File: src/rtl/thermal_pkg.sv
package thermal_pkg;
  localparam int unsigned DATA_W = 32;
  localparam int unsigned IDX_W  = 3;
  localparam int unsigned M_W    = 16;
  localparam int unsigned N_W    = 8;
  localparam int unsigned M_LSB  = 8;
  localparam int unsigned N_LSB  = 24;

  localparam logic [IDX_W-1:0] IDX_CFG  = 3'd0;
  localparam logic [IDX_W-1:0] IDX_THA  = 3'd2;
  localparam logic [IDX_W-1:0] IDX_THB  = 3'd3;
  localparam logic [IDX_W-1:0] IDX_STAT = 3'd6;
  localparam logic [IDX_W-1:0] IDX_CNT  = 3'd7;

  localparam int unsigned B_STOP   = 0;
  localparam int unsigned B_DIV    = 1;
  localparam int unsigned B_RST    = 2;
  localparam int unsigned B_THR    = 3;
  localparam int unsigned B_IE_OVF = 4;
  localparam int unsigned B_IE_DIV = 5;
  localparam int unsigned B_IE_RST = 6;
  localparam logic [DATA_W-1:0] CFG_MASK = 32'hFFFF_FF7F;

  localparam int unsigned B_PEND  = 8;
  localparam int unsigned B_VALID = 9;
  localparam logic [2:0] ST_OVF = 3'd5;

  typedef enum logic [1:0] {
    LVL_COLD = 2'd0,
    LVL_THR  = 2'd1,
    LVL_DIV  = 2'd2,
    LVL_RST  = 2'd3
  } level_e;
endpackage

File: src/rtl/tsc_sync.sv
module tsc_sync (
  input  logic clk_i,
  input  logic rst_ni,
  input  logic osc_i,
  output logic rise_o
);
  logic [2:0] sh_q;

  always_ff @(posedge clk_i or negedge rst_ni) begin
    if (!rst_ni) sh_q <= '0;
    else         sh_q <= {sh_q[1:0], osc_i};
  end

  assign rise_o = sh_q[1] & ~sh_q[2];
endmodule

File: src/rtl/tsc_meas.sv
module tsc_meas
  import thermal_pkg::*;
#(
  parameter int unsigned CNT_W = 16
) (
  input  logic             clk_i,
  input  logic             rst_ni,
  input  logic             rise_i,
  input  logic             stop_i,
  input  logic [M_W-1:0]   m_i,
  input  logic [N_W-1:0]   n_i,
  input  logic             clr_valid_i,
  output logic             done_o,
  output logic [CNT_W-1:0] result_o,
  output logic [CNT_W-1:0] count_o,
  output logic             valid_o
);
  logic             active;
  logic [M_W-1:0]   n_ext, win_len, per_q;
  logic [CNT_W-1:0] cnt_q, count_q, base, inc;
  logic             in_win, last, valid_q;

  assign active  = !stop_i && (m_i != '0) && (n_i != '0);
  assign n_ext   = M_W'(n_i);
  assign win_len = (n_ext < m_i) ? n_ext : m_i;  // clip window to interval
  assign in_win  = per_q < win_len;
  assign last    = active && (per_q == win_len - 1'b1);
  assign base    = (per_q == '0) ? '0 : cnt_q;
  assign inc     = (rise_i && !(&base)) ? base + 1'b1 : base;

  always_ff @(posedge clk_i or negedge rst_ni) begin
    if (!rst_ni) begin
      per_q   <= '0;
      cnt_q   <= '0;
      count_q <= '0;
      valid_q <= 1'b0;
    end else begin
      if (!active)                   per_q <= '0;
      else if (per_q >= m_i - 1'b1)  per_q <= '0;
      else                           per_q <= per_q + 1'b1;
      if (active && in_win) cnt_q <= inc;
      if (last) count_q <= inc;
      if (!active)          valid_q <= 1'b0;
      else if (last)        valid_q <= 1'b1;
      else if (clr_valid_i) valid_q <= 1'b0;
    end
  end

  assign done_o   = last;
  assign result_o = inc;
  assign count_o  = count_q;
  assign valid_o  = valid_q;

  p_count_hold_r3: assert property (@(posedge clk_i) disable iff (!rst_ni)
    !last |=> $stable(count_q));
  p_phase_in_interval_r2: assert property (@(posedge clk_i) disable iff (!rst_ni)
    (active && $stable(m_i)) |-> (per_q < m_i));
  p_valid_needs_active_r4: assert property (@(posedge clk_i) disable iff (!rst_ni)
    !active |=> !valid_q);
  p_window_closes_early_r9: assert property (@(posedge clk_i) disable iff (!rst_ni)
    last |-> (per_q < m_i));
endmodule

File: src/rtl/tsc_level.sv
module tsc_level
  import thermal_pkg::*;
#(
  parameter int unsigned CNT_W = 16
) (
  input  logic             clk_i,
  input  logic             rst_ni,
  input  logic             done_i,
  input  logic [CNT_W-1:0] result_i,
  input  logic [CNT_W-1:0] th_lo_i,
  input  logic [CNT_W-1:0] th_mid_i,
  input  logic [CNT_W-1:0] th_hi_i,
  input  logic             en_thr_i,
  input  logic             en_div_i,
  input  logic             en_rst_i,
  input  logic             ie_ovf_i,
  input  logic             ie_div_i,
  input  logic             ie_rst_i,
  input  logic             clr_pend_i,
  output logic [2:0]       state_o,
  output logic             pend_o,
  output logic             throttle_o,
  output logic             clkdiv_o,
  output logic             therm_rst_o
);
  level_e lvl_q, new_lvl;
  logic   ovf_q, sat_now, lvl_up, set_pend, pend_q;

  always_comb begin
    if      (result_i >= th_hi_i)  new_lvl = LVL_RST;
    else if (result_i >= th_mid_i) new_lvl = LVL_DIV;
    else if (result_i >= th_lo_i)  new_lvl = LVL_THR;
    else                           new_lvl = LVL_COLD;
  end

  assign sat_now  = &result_i;
  assign lvl_up   = new_lvl > lvl_q;
  assign set_pend = done_i && ((lvl_up && new_lvl == LVL_DIV && ie_div_i) ||
                               (lvl_up && new_lvl == LVL_RST && ie_rst_i) ||
                               (sat_now && ie_ovf_i));

  always_ff @(posedge clk_i or negedge rst_ni) begin
    if (!rst_ni) begin
      lvl_q  <= LVL_COLD;
      ovf_q  <= 1'b0;
      pend_q <= 1'b0;
    end else begin
      if (done_i) begin
        lvl_q <= new_lvl;
        ovf_q <= sat_now;
      end
      if (set_pend)        pend_q <= 1'b1;
      else if (clr_pend_i) pend_q <= 1'b0;
    end
  end

  assign state_o     = ovf_q ? ST_OVF : {1'b0, lvl_q};
  assign pend_o      = pend_q;
  assign throttle_o  = en_thr_i && (lvl_q != LVL_COLD);
  assign clkdiv_o    = en_div_i && (lvl_q >= LVL_DIV);
  assign therm_rst_o = en_rst_i && (lvl_q == LVL_RST);

  p_ovf_is_top_level_r5: assert property (@(posedge clk_i) disable iff (!rst_ni)
    ovf_q |-> (lvl_q == LVL_RST));
  p_pend_from_window_r7: assert property (@(posedge clk_i) disable iff (!rst_ni)
    $rose(pend_q) |-> $past(done_i));
  p_no_irq_on_fall_r8: assert property (@(posedge clk_i) disable iff (!rst_ni)
    (done_i && new_lvl <= lvl_q && !sat_now) |=> !$rose(pend_q));
  p_level_moves_on_window_r5: assert property (@(posedge clk_i) disable iff (!rst_ni)
    !done_i |=> $stable(lvl_q));
endmodule

File: src/rtl/thermal_chan_ctrl.sv
module thermal_chan_ctrl
  import thermal_pkg::*;
#(
  parameter int unsigned CNT_W = 16
) (
  input  logic              clk_i,
  input  logic              rst_ni,
  input  logic              osc_i,
  input  logic              reg_we_i,
  input  logic [IDX_W-1:0]  reg_idx_i,
  input  logic [DATA_W-1:0] reg_wdata_i,
  output logic [DATA_W-1:0] reg_rdata_o,
  output logic              throttle_o,
  output logic              clkdiv_o,
  output logic              therm_rst_o,
  output logic              irq_o
);
  localparam int unsigned HALF_W = DATA_W / 2;

  logic [DATA_W-1:0] cfg_q;
  logic [CNT_W-1:0]  th_lo_q, th_mid_q, th_hi_q, result, count;
  logic [HALF_W-1:0] th_lo_w, th_mid_w, th_hi_w, count_w;
  logic              rise, done, valid, pend, wr_stat;
  logic [2:0]        state;

  always_ff @(posedge clk_i or negedge rst_ni) begin
    if (!rst_ni) begin
      cfg_q    <= '0;
      th_lo_q  <= '1;
      th_mid_q <= '1;
      th_hi_q  <= '1;
    end else if (reg_we_i) begin
      case (reg_idx_i)
        IDX_CFG: cfg_q <= reg_wdata_i & CFG_MASK;
        IDX_THA: begin
          th_lo_q  <= reg_wdata_i[CNT_W-1:0];
          th_mid_q <= reg_wdata_i[HALF_W +: CNT_W];
        end
        IDX_THB: th_hi_q <= reg_wdata_i[CNT_W-1:0];
        default: ;
      endcase
    end
  end

  assign wr_stat = reg_we_i && (reg_idx_i == IDX_STAT);

  tsc_sync u_sync (
    .clk_i (clk_i),
    .rst_ni(rst_ni),
    .osc_i (osc_i),
    .rise_o(rise)
  );

  tsc_meas #(.CNT_W(CNT_W)) u_meas (
    .clk_i      (clk_i),
    .rst_ni     (rst_ni),
    .rise_i     (rise),
    .stop_i     (cfg_q[B_STOP]),
    .m_i        (cfg_q[M_LSB +: M_W]),
    .n_i        (cfg_q[N_LSB +: N_W]),
    .clr_valid_i(wr_stat && reg_wdata_i[B_VALID]),
    .done_o     (done),
    .result_o   (result),
    .count_o    (count),
    .valid_o    (valid)
  );

  tsc_level #(.CNT_W(CNT_W)) u_level (
    .clk_i      (clk_i),
    .rst_ni     (rst_ni),
    .done_i     (done),
    .result_i   (result),
    .th_lo_i    (th_lo_q),
    .th_mid_i   (th_mid_q),
    .th_hi_i    (th_hi_q),
    .en_thr_i   (cfg_q[B_THR]),
    .en_div_i   (cfg_q[B_DIV]),
    .en_rst_i   (cfg_q[B_RST]),
    .ie_ovf_i   (cfg_q[B_IE_OVF]),
    .ie_div_i   (cfg_q[B_IE_DIV]),
    .ie_rst_i   (cfg_q[B_IE_RST]),
    .clr_pend_i (wr_stat && reg_wdata_i[B_PEND]),
    .state_o    (state),
    .pend_o     (pend),
    .throttle_o (throttle_o),
    .clkdiv_o   (clkdiv_o),
    .therm_rst_o(therm_rst_o)
  );

  always_comb begin
    th_lo_w  = '0; th_lo_w[CNT_W-1:0]  = th_lo_q;
    th_mid_w = '0; th_mid_w[CNT_W-1:0] = th_mid_q;
    th_hi_w  = '0; th_hi_w[CNT_W-1:0]  = th_hi_q;
    count_w  = '0; count_w[CNT_W-1:0]  = count;
  end

  always_comb begin
    reg_rdata_o = '0;
    case (reg_idx_i)
      IDX_CFG:  reg_rdata_o = cfg_q;
      IDX_THA:  reg_rdata_o = {th_mid_w, th_lo_w};
      IDX_THB:  reg_rdata_o = {{HALF_W{1'b0}}, th_hi_w};
      IDX_STAT: begin
        reg_rdata_o[2:0]     = state;
        reg_rdata_o[B_PEND]  = pend;
        reg_rdata_o[B_VALID] = valid;
      end
      IDX_CNT:  reg_rdata_o = {count_w, {HALF_W{1'b0}}};
      default:  reg_rdata_o = '0;
    endcase
  end

  assign irq_o = pend;

  p_cfg_reset_r1: assert property (@(posedge clk_i) disable iff (!rst_ni)
    $past(!rst_ni) |-> (cfg_q == '0));
  p_w1c_pend_r7: assert property (@(posedge clk_i) disable iff (!rst_ni)
    (wr_stat && reg_wdata_i[B_PEND] && !done) |=> !pend);
endmodule

File: config.mk
export PLATFORM = sky130hd
export DESIGN_NAME = thermal_chan_ctrl
export DESIGN_NICKNAME = d
export VERILOG_FILES = /design/src/rtl/thermal_pkg.sv /design/src/rtl/tsc_sync.sv /design/src/rtl/tsc_meas.sv /design/src/rtl/tsc_level.sv /design/src/rtl/thermal_chan_ctrl.sv
export SDC_FILE = /design/constraint.sdc
export NUM_CORES = 1
export LEC_CHECK = 0
export CAP_MARGIN = 20
export CORE_MARGIN = 2
export CORE_UTILIZATION = 45
export DETAILED_ROUTE_END_ITERATION = 8
export DONT_BUFFER_PORTS = 1
export RECOVER_POWER = 50
export SYNTH_ARGS = -nofsm -noshare
export SYNTH_HDL_FRONTEND = slang
export SYNTH_SLANG_ARGS = --single-unit
File: constraint.sdc
create_clock -name clk_i -period 7.5 [get_ports clk_i]
set_clock_uncertainty 0.15 [all_clocks]
set_input_delay 1.875 -clock clk_i [delete_from_list [all_inputs] [get_ports clk_i]]
set_output_delay 1.875 -clock clk_i [all_outputs]
set_load 0.005 [all_outputs]
==> flow_metrics.env, run 1 <==
export IMPL_grt_max_degree=136
export IMPL_syn_area_um2=9400
export IMPL_rsz0062_at_grt="false"
export IMPL_hpwlAfterDp_um=18600
export IMPL_status="finished, final reports clean"
export IMPL_synth_edf_count=0
export IMPL_ys_async_sr_fraction_pct=100
export IMPL_required_ns=7.67
export IMPL_synth_flop_cell="dfrtp_1"
export IMPL_gp_congestion=0.822
export IMPL_antenna_found_initial=0
export IMPL_min_period_ns=6.10
export IMPL_grt_use_total_pct=23.7
export IMPL_relSlewSlack_pct=8.74
export IMPL_viasPerCell=5.73
export IMPL_core_area_um2=20400
export IMPL_antenna_cells=0
export IMPL_first_global_vias=7020
export IMPL_hold_viol_final=0
export IMPL_synth_top_area_share_pct=23.2
export IMPL_drv_cap=0
export IMPL_placed_area_um2=9680
export IMPL_critPathLaunch="u_meas.per_q[1]"
export IMPL_ctsResizeCount=0
export IMPL_reg2reg_depth=25
export IMPL_grt_pass1_wl_um=40200
export IMPL_fp_dieH_um=149
export IMPL_r2r_start="u_meas.per_q[1]"
export IMPL_ys_seq_elements=135
export IMPL_holdBufCountCts=0
export IMPL_start_util_pct=46.1
export IMPL_crit_path_top_delay_cell="a31oi_1"
export IMPL_cellPowerDensity_nw_per_um2=252
export IMPL_start_kind="flip-flop"
export IMPL_maxSlewViolCount=0
export IMPL_drt_wirelength_per_cell_um=20.3
export IMPL_power_leakage_uw=0.00469
export IMPL_root_buffer="clkbuf_16"
export IMPL_synth_distinct_cells=63
export IMPL_crit_end="u_level.pend_o"
export IMPL_fp_row_count=52
export IMPL_synth_top_area_cell="dfrtp_1"
export IMPL_io_pins=75
export IMPL_critPathBufInv=2
export IMPL_arrival_ns=6.26
export IMPL_grt_overflow=0
export IMPL_crit_fanout=7
export IMPL_cp_num_cells=25
export IMPL_worst_pin_slew_ns=1.37
export IMPL_setup_tns_ns=0
export IMPL_drtIter0Drc=477
export IMPL_syn_inst=973
export IMPL_cts_tree="yes"
export IMPL_h_tree_depth=4
export IMPL_critPathTopFamily="compound AO/OA/AOI/OAI gates"
export IMPL_final_layout_size_suffix_gt1_share_pct=17.2
export IMPL_endpoint_kind="flip-flop"
export IMPL_ir_drop_mv=0.152
export IMPL_crit_type="reg2reg"
export IMPL_die_x_um=149
export IMPL_timing_final_crit_share_pct=81.3
export IMPL_hp_class="reg2reg"
export IMPL_max_freq_mhz=164
export IMPL_yosysSeqAreaShare_pct=36.6
export IMPL_clkSinkCount=135
export IMPL_fin_nets=1102
export IMPL_yosys_top_cells_area="dfrtp_1, dfstp_2, ha_1, mux2_2, o21ai_0"
export IMPL_rrSetupSlack_ns=1.40
export IMPL_ys_warn_count=0
export IMPL_slowest_delay_ns=0.50
export IMPL_area_growth_pct=9.33
export IMPL_fin_area_um2=10300
export IMPL_vias=7175
export IMPL_reg2reg_to="u_level.pend_o"
export IMPL_drt_total_wl_um=25400
export IMPL_portBuffers=0
export IMPL_die_area_um2=22100
export IMPL_crit_top_cell="ha_1"
export IMPL_path_clk_slew_ns=0.06
export IMPL_ant_nets=0
export IMPL_nFillCells=1922
export IMPL_cts_buffers=17
export IMPL_setup_violations_final=0
export IMPL_drt_first_pass_iters=5
export IMPL_post_route_drc_count=0
export IMPL_clk_insertion_delay_late_ns=0.43
export IMPL_cts_setup_buffers=0
export IMPL_avgSynthCellArea_um2=9.66
export IMPL_clockBufferDepth=2
state kept, by name, summed over array words and instances (netlist names), 2 cells and up:
signal and count:
u_meas.per_q 16, cfg_q 31, u_meas.count_o 16, u_meas.cnt_q 16
u_level.lvl_q 2, th_hi_q 16, th_mid_q 16, u_sync.sh_q 3
th_lo_q 16
cell usage after synthesis, types with 10 or more instances:
master / count
nand2_1: 97
ha_1: 94
dfrtp_1: 87
o21ai_0: 81
inv_1: 70
mux2_2: 51
dfstp_2: 48
nor2_1: 47
mux2i_1: 37
clkbuf_1: 36
xnor2_1: 31
a21o_1: 28
a21oi_1: 24
nand3_1: 23
a211oi_1: 18
mux2_4: 18
nor3_1: 17
xor2_1: 17
nand4_1: 16
a22oi_1: 12
nor4_1: 11
nand2b_1: 10
per-layer routing:
metal / vias up / routed length, µm / share of wire, % / global-route usage (%)
met5: - / 0 / 0 / 0
met4: 0 / 374 / 1.5 / 6.48
met3: 20 / 1470 / 5.8 / 5.83
met2: 166 / 11100 / 44 / 35.5
met1: 3529 / 12500 / 49 / 34.1
li1: 3460 / - / - / -
per-stage QoR:
step	instances	total power (µW)	setup WS, ns	util [%]	hold slack [ns]
floorplan	980	1520	2.32	-	0.181
global placement	1219	1710	1.65	47.5	0.188
detailed placement	1219	1720	1.53	47.5	0.193
CTS	1251	2600	1.50	50.5	0.205
global route	1252	2740	1.05	50.5	0.214
finish	1252	2590	1.40	50.5	0.203
area by class of cell:
cell class              count  area [µm²]  share of cell area (%)
multi-input cells         733        5550                    54.0
flip-flops and latches    135        3440                    33.5
clock buffers              18         429                    4.18
well taps                 270         338                    3.29
inverters                  70         263                    2.56
clock inverters            14         174                    1.69
repair buffers             12        82.6                   0.804
logic make-up after synthesis:
kind of cell	after synthesis	synth area share, %
adder cells (fa/ha/maj)	94	12.5
buffers and inverters	112	4.71
multiplexers	115	14.0
flip-flops	135	36.6
XOR/XNOR	48	4.47
AO/OA/AOI/OAI	205	14.0
AND/OR/NAND/NOR	263	13.7
other	1	0.0399
how the worst min path moves through the flow:
stage / to / cells after the start / start
after floorplan: u_sync.sh_q[1] / 0 / u_sync.sh_q[0]
after global placement: u_sync.sh_q[1] / 0 / u_sync.sh_q[0]
after detailed placement: u_sync.sh_q[1] / 0 / u_sync.sh_q[0]
after CTS: u_sync.sh_q[1] / 0 / u_sync.sh_q[0]
after global routing: u_sync.sh_q[1] / 0 / u_sync.sh_q[0]
final: u_sync.sh_q[1] / 0 / u_sync.sh_q[0]
where the power goes:
group	leakage (µW)	switching, µW	internal [µW]	total [µW]
Combinational	0.00275	382	322	704
Clock	0.000295	350	526	876
Sequential	0.00165	135	879	1010
Total	0.00469	867	1730	2590
placed cells by master, fill, tap and decap left out, drive strengths merged, types with 3 or more instances in the layout:
| master | netlist | layout |
|---|---|---|
| or3 | 3 | 3 |
| nand3 | 23 | 23 |
| bufinv | 0 | 3 |
| o22ai | 4 | 4 |
| a21o | 28 | 28 |
| a22oi | 12 | 12 |
| ha | 94 | 94 |
| xor2 | 17 | 17 |
| nor4 | 11 | 11 |
| clkbuf | 36 | 20 |
| o21a | 7 | 7 |
| and3 | 9 | 9 |
| inv | 70 | 73 |
| mux2 | 78 | 78 |
| a211oi | 18 | 18 |
| a2111oi | 5 | 5 |
| and2 | 5 | 5 |
| dfrtp | 87 | 87 |
| nor2b | 6 | 6 |
| nand2b | 10 | 10 |
| a211o | 3 | 3 |
| xnor2 | 31 | 31 |
| mux2i | 37 | 37 |
| nor4b | 3 | 3 |
| clkinv | 0 | 7 |
| a31oi | 5 | 5 |
| a21oi | 25 | 25 |
| nor3 | 17 | 17 |
| nor2 | 47 | 47 |
| nand3b | 3 | 3 |
| conb | 1 | 8 |
| o21ai | 84 | 84 |
| dfstp | 48 | 48 |
| or4 | 4 | 4 |
| nand4 | 16 | 16 |
| o211ai | 3 | 3 |
| nand2 | 98 | 98 |
| buf | 6 | 10 |
Power figures use the tool's default switching activity.
==> run 2, diff against run 1 <==
clock period = 4.89 ns   (was 7.5 ns; I/O delays follow)
==> run 2 against run 1 <==
- largest cell class unchanged
- first-iteration DRC count grew 9.2%
- the flow now finishes with violations (max-capacitance violations, max-slew violations)
- clock-buffer cell count grew 2
- global-route usage grew 2.3 points
==> flow_metrics.env, run 2 (synthesized netlist as in run 1, its figures left out) <==
export IMPL_holdBufCountCts=0
export IMPL_crit_path_top_delay_cell="dfrtp_1"
export IMPL_start_util_pct=46.1
export IMPL_core_area_um2=20400
export IMPL_drv_cap=2
export IMPL_placed_cells=1299
export IMPL_rsz0062_at_grt="true"
export IMPL_layout_commonest_cell="buf_4"
export IMPL_post_route_drc_count=0
export IMPL_required_ns=5.07
export IMPL_ant_nets=0
export IMPL_fin_area_um2=11400
export IMPL_first_global_vias=7615
export IMPL_portBuffers=0
export IMPL_grt_use_total_pct=26.0
export IMPL_die_area_um2=22100
export IMPL_viasPerCell=5.63
export IMPL_grt_pass1_wl_um=43600
export IMPL_fp_dieH_um=149
export IMPL_antenna_cells=0
export IMPL_status="complete, but fails checks"
export IMPL_drt_first_pass_iters=5
export IMPL_drt_total_wl_um=27700
export IMPL_placed_area_um2=10300
export IMPL_final_layout_size_suffix_gt1_share_pct=29.4
export IMPL_cts_buffers=17
export IMPL_fp_row_count=52
export IMPL_clk_insertion_delay_late_ns=0.44
export IMPL_vias=7654
export IMPL_hp_class="reg2reg"
export IMPL_violations="max-capacitance violations, max-slew violations"
export IMPL_io_pins=75
export IMPL_min_period_ns=4.82
export IMPL_fin_nets=1209
export IMPL_root_buffer="clkbuf_16"
export IMPL_rrSetupSlack_ns=0.07
export IMPL_grt_overflow=0
export IMPL_timing_final_crit_share_pct=98.6
export IMPL_reg2reg_depth=28
export IMPL_power_leakage_uw=0.00531
export IMPL_arrival_ns=5.00
export IMPL_worstHoldEndpoint="u_sync.sh_q[1]"
export IMPL_dp_slack_ns=-0.261
export IMPL_max_freq_mhz=207
export IMPL_clockBufferDepth=2
export IMPL_clkSinkCount=135
export IMPL_die_x_um=149
export IMPL_hold_viol_final=0
export IMPL_drt_wirelength_per_cell_um=20.4
export IMPL_hold_start="u_sync.sh_q[0]"
export IMPL_worst_pin_slew_ns=2.61
export IMPL_hpwlAfterDp_um=19900
export IMPL_setup_violations_final=0
export IMPL_endpoint_kind="flip-flop"
export IMPL_slowest_delay_ns=0.37
export IMPL_maxSlewViolCount=100
export IMPL_relSlewSlack_pct=-73.7
export IMPL_ir_drop_mv=0.239
export IMPL_start_kind="flip-flop"
export IMPL_fin_ws_ns=0.0697
export IMPL_setup_tns_ns=0
export IMPL_r2r_start="u_meas.per_q[0]"
export IMPL_final_cell_mix="buf_4, nand2_1, ha_1"
export IMPL_drtIter0Drc=521
export IMPL_cellPowerDensity_nw_per_um2=390
export IMPL_cts_tree="yes"
export IMPL_crit_fanout=5
export IMPL_crit_type="reg2reg"
export IMPL_area_growth_pct=21.4
export IMPL_final_cells=1359
export IMPL_worstHoldPathCells=0
export IMPL_reg2reg_to="u_level.pend_o"
export IMPL_antenna_found_initial=0
export IMPL_path_clk_slew_ns=0.07
export IMPL_largest_register_ff_count=31
export IMPL_h_tree_depth=4
export IMPL_gp_congestion=0.881
export IMPL_grt_max_degree=136
export IMPL_regMostFlops="cfg_q"
export IMPL_hold_slack_ns=0.202
run 2: cell types whose count changed in the layout (fill, tap and decap cells not counted), sizes merged:
| cell | change |
|---|---|
| inv | +2 |
| clkinv | -4 |
| buf | +107 |
| clkbuf | +2 |
run 2: cell type report:
| cell class | instances | area [µm²] |
|---|---|---|
| Timing Repair Buffer | 119 | 922 |
| Fill cell | 1768 | 8960 |
| Clock inverter | 12 | 164 |
| Sequential cell | 135 | 3440 |
| Clock buffer | 20 | 457 |
| Tap cell | 270 | 338 |
| Multi-Input combinational cell | 733 | 5820 |
| Inverter | 70 | 263 |
run 2: worst max-delay path: cells and delay by family (launching register included):
kind,cells,cell delay (ns)
adder cells (fa/ha/maj),4,0.80
flip-flops,1,0.37
buffers and inverters,5,0.61
AND/OR/NAND/NOR,9,1.31
AO/OA/AOI/OAI,10,1.50
run 2: metrics by stage:
stage                     power, µW  utilization (%)
after CTS                      4370             55.3
after global placement         2770             50.8
final                          4450             56.0
after global routing           4690             56.0
after floorplan                2340                -
after detailed placement       2790             50.8
run 2: worst max path at each step:
stage | start | to | slack, ns
after floorplan | u_meas.per_q[0] | u_level.pend_o | 0.03
after detailed placement | u_meas.per_q[0] | u_level.pend_o | -0.26
final | u_meas.per_q[0] | u_level.pend_o | 0.07
after global routing | u_meas.per_q[0] | u_level.pend_o | -0.12
after CTS | u_meas.per_q[0] | u_level.pend_o | 0.02
after global placement | u_meas.per_q[0] | u_level.pend_o | -0.14
run 2: power breakdown:
group	internal, µW	total (µW)	switching [µW]
registers	1350	1510	160
logic	771	1550	777
clock network	838	1390	551
run 2: timing repair:
item	4_1_cts	5_1_grt
cloned	0	0
setup buffers	28	2
setup endpoints to repair	1	3
resized for setup	24	35
pin swaps	10	25
run 2: routing by layer:
layer | vias to the layer above | wire length (µm) | global-route usage, %
met5 | - | 0 | 0
met1 | 3732 | 13100 | 37.1
met2 | 222 | 12200 | 40.0
met4 | 0 | 392 | 6.48
li1 | 3673 | - | -
met3 | 27 | 1970 | 6.10
==> run 3, diff against run 2 <==
--- a/constraint.sdc
+++ b/constraint.sdc
@@ -4,2 +4,2 @@
 set_output_delay 1.2225 -clock clk_i [all_outputs]
-set_load 0.005 [all_outputs]
+set_load 0.02 [all_outputs]
==> run 3 against run 2 <==
- the flow still finishes with violations (max-capacitance violations, max-slew violations)
- global-route usage is 0.69 points lower
- register-to-register slack gained 0.097 ns
- total power is 5.1% lower
- worst hold slack got worse by 0.0034 ns
- clock-buffer cell count is 2 lower
- fmax increased by 2.0%
- non-clock buffer count fell by 13
- largest power group is now sequential cells
==> flow_metrics.env, run 3 (synthesized netlist as in run 1, its figures left out) <==
export IMPL_status="complete, but fails checks"
export IMPL_violations="max-capacitance violations, max-slew violations"
export IMPL_crit_fanout=4
export IMPL_die_area_um2=22100
export IMPL_final_cells=1346
export IMPL_largest_register_ff_count=31
export IMPL_viasPerCell=5.60
export IMPL_h_tree_depth=4
export IMPL_fp_dieH_um=149
export IMPL_layout_commonest_cell="buf_4"
export IMPL_slowest_delay_ns=0.39
export IMPL_start_util_pct=46.1
export IMPL_grt_overflow=0
export IMPL_worst_pin_slew_ns=2.49
export IMPL_grt_pass1_wl_um=42400
export IMPL_die_x_um=149
export IMPL_crit_path_top_delay_cell="dfrtp_1"
export IMPL_rrSetupSlack_ns=0.17
export IMPL_hold_slack_ns=0.199
export IMPL_antenna_cells=0
export IMPL_finalPower_uw=4220
export IMPL_endpoint_kind="flip-flop"
export IMPL_root_buffer="clkbuf_16"
export IMPL_fin_nets=1196
export IMPL_fin_ws_ns=0.166
export IMPL_cts_buffers=17
export IMPL_final_cell_mix="buf_4, nand2_1, ha_1"
export IMPL_ir_drop_mv=0.252
export IMPL_post_route_drc_count=0
export IMPL_drv_cap=1
export IMPL_ant_nets=0
export IMPL_drt_total_wl_um=27000
export IMPL_drt_first_pass_iters=5
export IMPL_power_leakage_uw=0.00521
export IMPL_regMostFlops="cfg_q"
export IMPL_first_global_vias=7491
export IMPL_drtIter0Drc=541
export IMPL_antenna_found_initial=0
export IMPL_min_period_ns=4.72
export IMPL_io_pins=75
export IMPL_setup_violations_final=0
export IMPL_final_layout_size_suffix_gt1_share_pct=28.0
export IMPL_clockBufferDepth=2
export IMPL_clk_insertion_delay_late_ns=0.44
export IMPL_hold_viol_final=0
export IMPL_dp_slack_ns=-0.230
export IMPL_arrival_ns=4.90
export IMPL_grt_max_degree=136
export IMPL_placed_cells=1302
export IMPL_relSlewSlack_pct=-65.7
export IMPL_vias=7540
export IMPL_hp_class="reg2reg"
export IMPL_area_growth_pct=19.3
export IMPL_grt_use_total_pct=25.3
export IMPL_maxSlewViolCount=59
export IMPL_path_clk_slew_ns=0.07
export IMPL_required_ns=5.06
export IMPL_max_freq_mhz=212
export IMPL_fp_row_count=52
export IMPL_rsz0062_at_grt="true"
export IMPL_core_area_um2=20400
export IMPL_gp_congestion=0.888
export IMPL_clkSinkCount=135
export IMPL_cts_tree="yes"
export IMPL_portBuffers=0
export IMPL_start_kind="flip-flop"
export IMPL_cellPowerDensity_nw_per_um2=376
export IMPL_timing_final_crit_share_pct=96.6
export IMPL_drt_wirelength_per_cell_um=20.1
export IMPL_hpwlAfterDp_um=19800
export IMPL_crit_type="reg2reg"
==> run 3: stage by stage <==
step	area, µm²	util, %	setup TNS, ns
2_1_floorplan	9450	-	0
5_1_grt	11200	55.1	-0.0925
4_1_cts	11000	54.2	0
6_report	11200	55.1	0
3_5_place_dp	10400	50.9	-0.230
3_3_place_gp	10400	50.9	-0.130
==> run 3: worst paths after layout <==
check	cells after the start	to	startpoint
worst max-delay path	28	u_level.pend_o	u_meas.per_q[0]
worst min-delay path	0	u_sync.sh_q[1]	u_sync.sh_q[0]
worst max register to register	28	u_level.pend_o	u_meas.per_q[0]
worst min register to register	0	u_sync.sh_q[1]	u_sync.sh_q[0]
max in group asynchronous	0	th_lo_q[8]	rst_ni
min in group asynchronous	0	cfg_q[20]	rst_ni
==> run 3: critical path, delay by kind of cell, from the launching register on <==
kind                       cells  cell delay (ns)
AOI/OAI and AO/OA             13             2.04
xor gates and xnor gates       1             0.15
adders and majority gates      4             0.75
buffers and inverters          4             0.35
DFF                            1             0.39
and+or+nand+nor                6             0.77
==> run 3: cell type report <==
cell class,instances,area [µm²]
Timing Repair Buffer,106,832
Clock buffer,18,429
Fill cell,1790,9150
Multi-Input combinational cell,733,5770
Tap cell,270,338
Inverter,70,263
Sequential cell,135,3440
Clock inverter,14,140
==> run 3: where the power goes <==
group	total [µW]	switching, µW	leakage, µW	internal, µW
registers	1500	156	0.00165	1350
clock network	1280	568	0.000268	714
logic	1430	766	0.00330	668
total	4220	1490	0.00521	2730
==> run 3: repair_timing <==
action,in CTS,in global routing
resized for setup,21,28
pin swaps,10,26
hold endpoints to repair,0,0
hold buffers,0,0
setup buffers,3,7
setup endpoints to repair,1,1
==> run 3: routing by layer <==
metal / part of all wire (%) / vias up / GRT usage (%) / wire (µm)
met5: 0 / - / 0 / 0
met4: 1.5 / 0 / 6.48 / 411
met2: 44 / 204 / 37.9 / 11800
met1: 49 / 3661 / 37.1 / 13200
met3: 6.1 / 25 / 5.58 / 1660
li1: - / 3650 / - / -
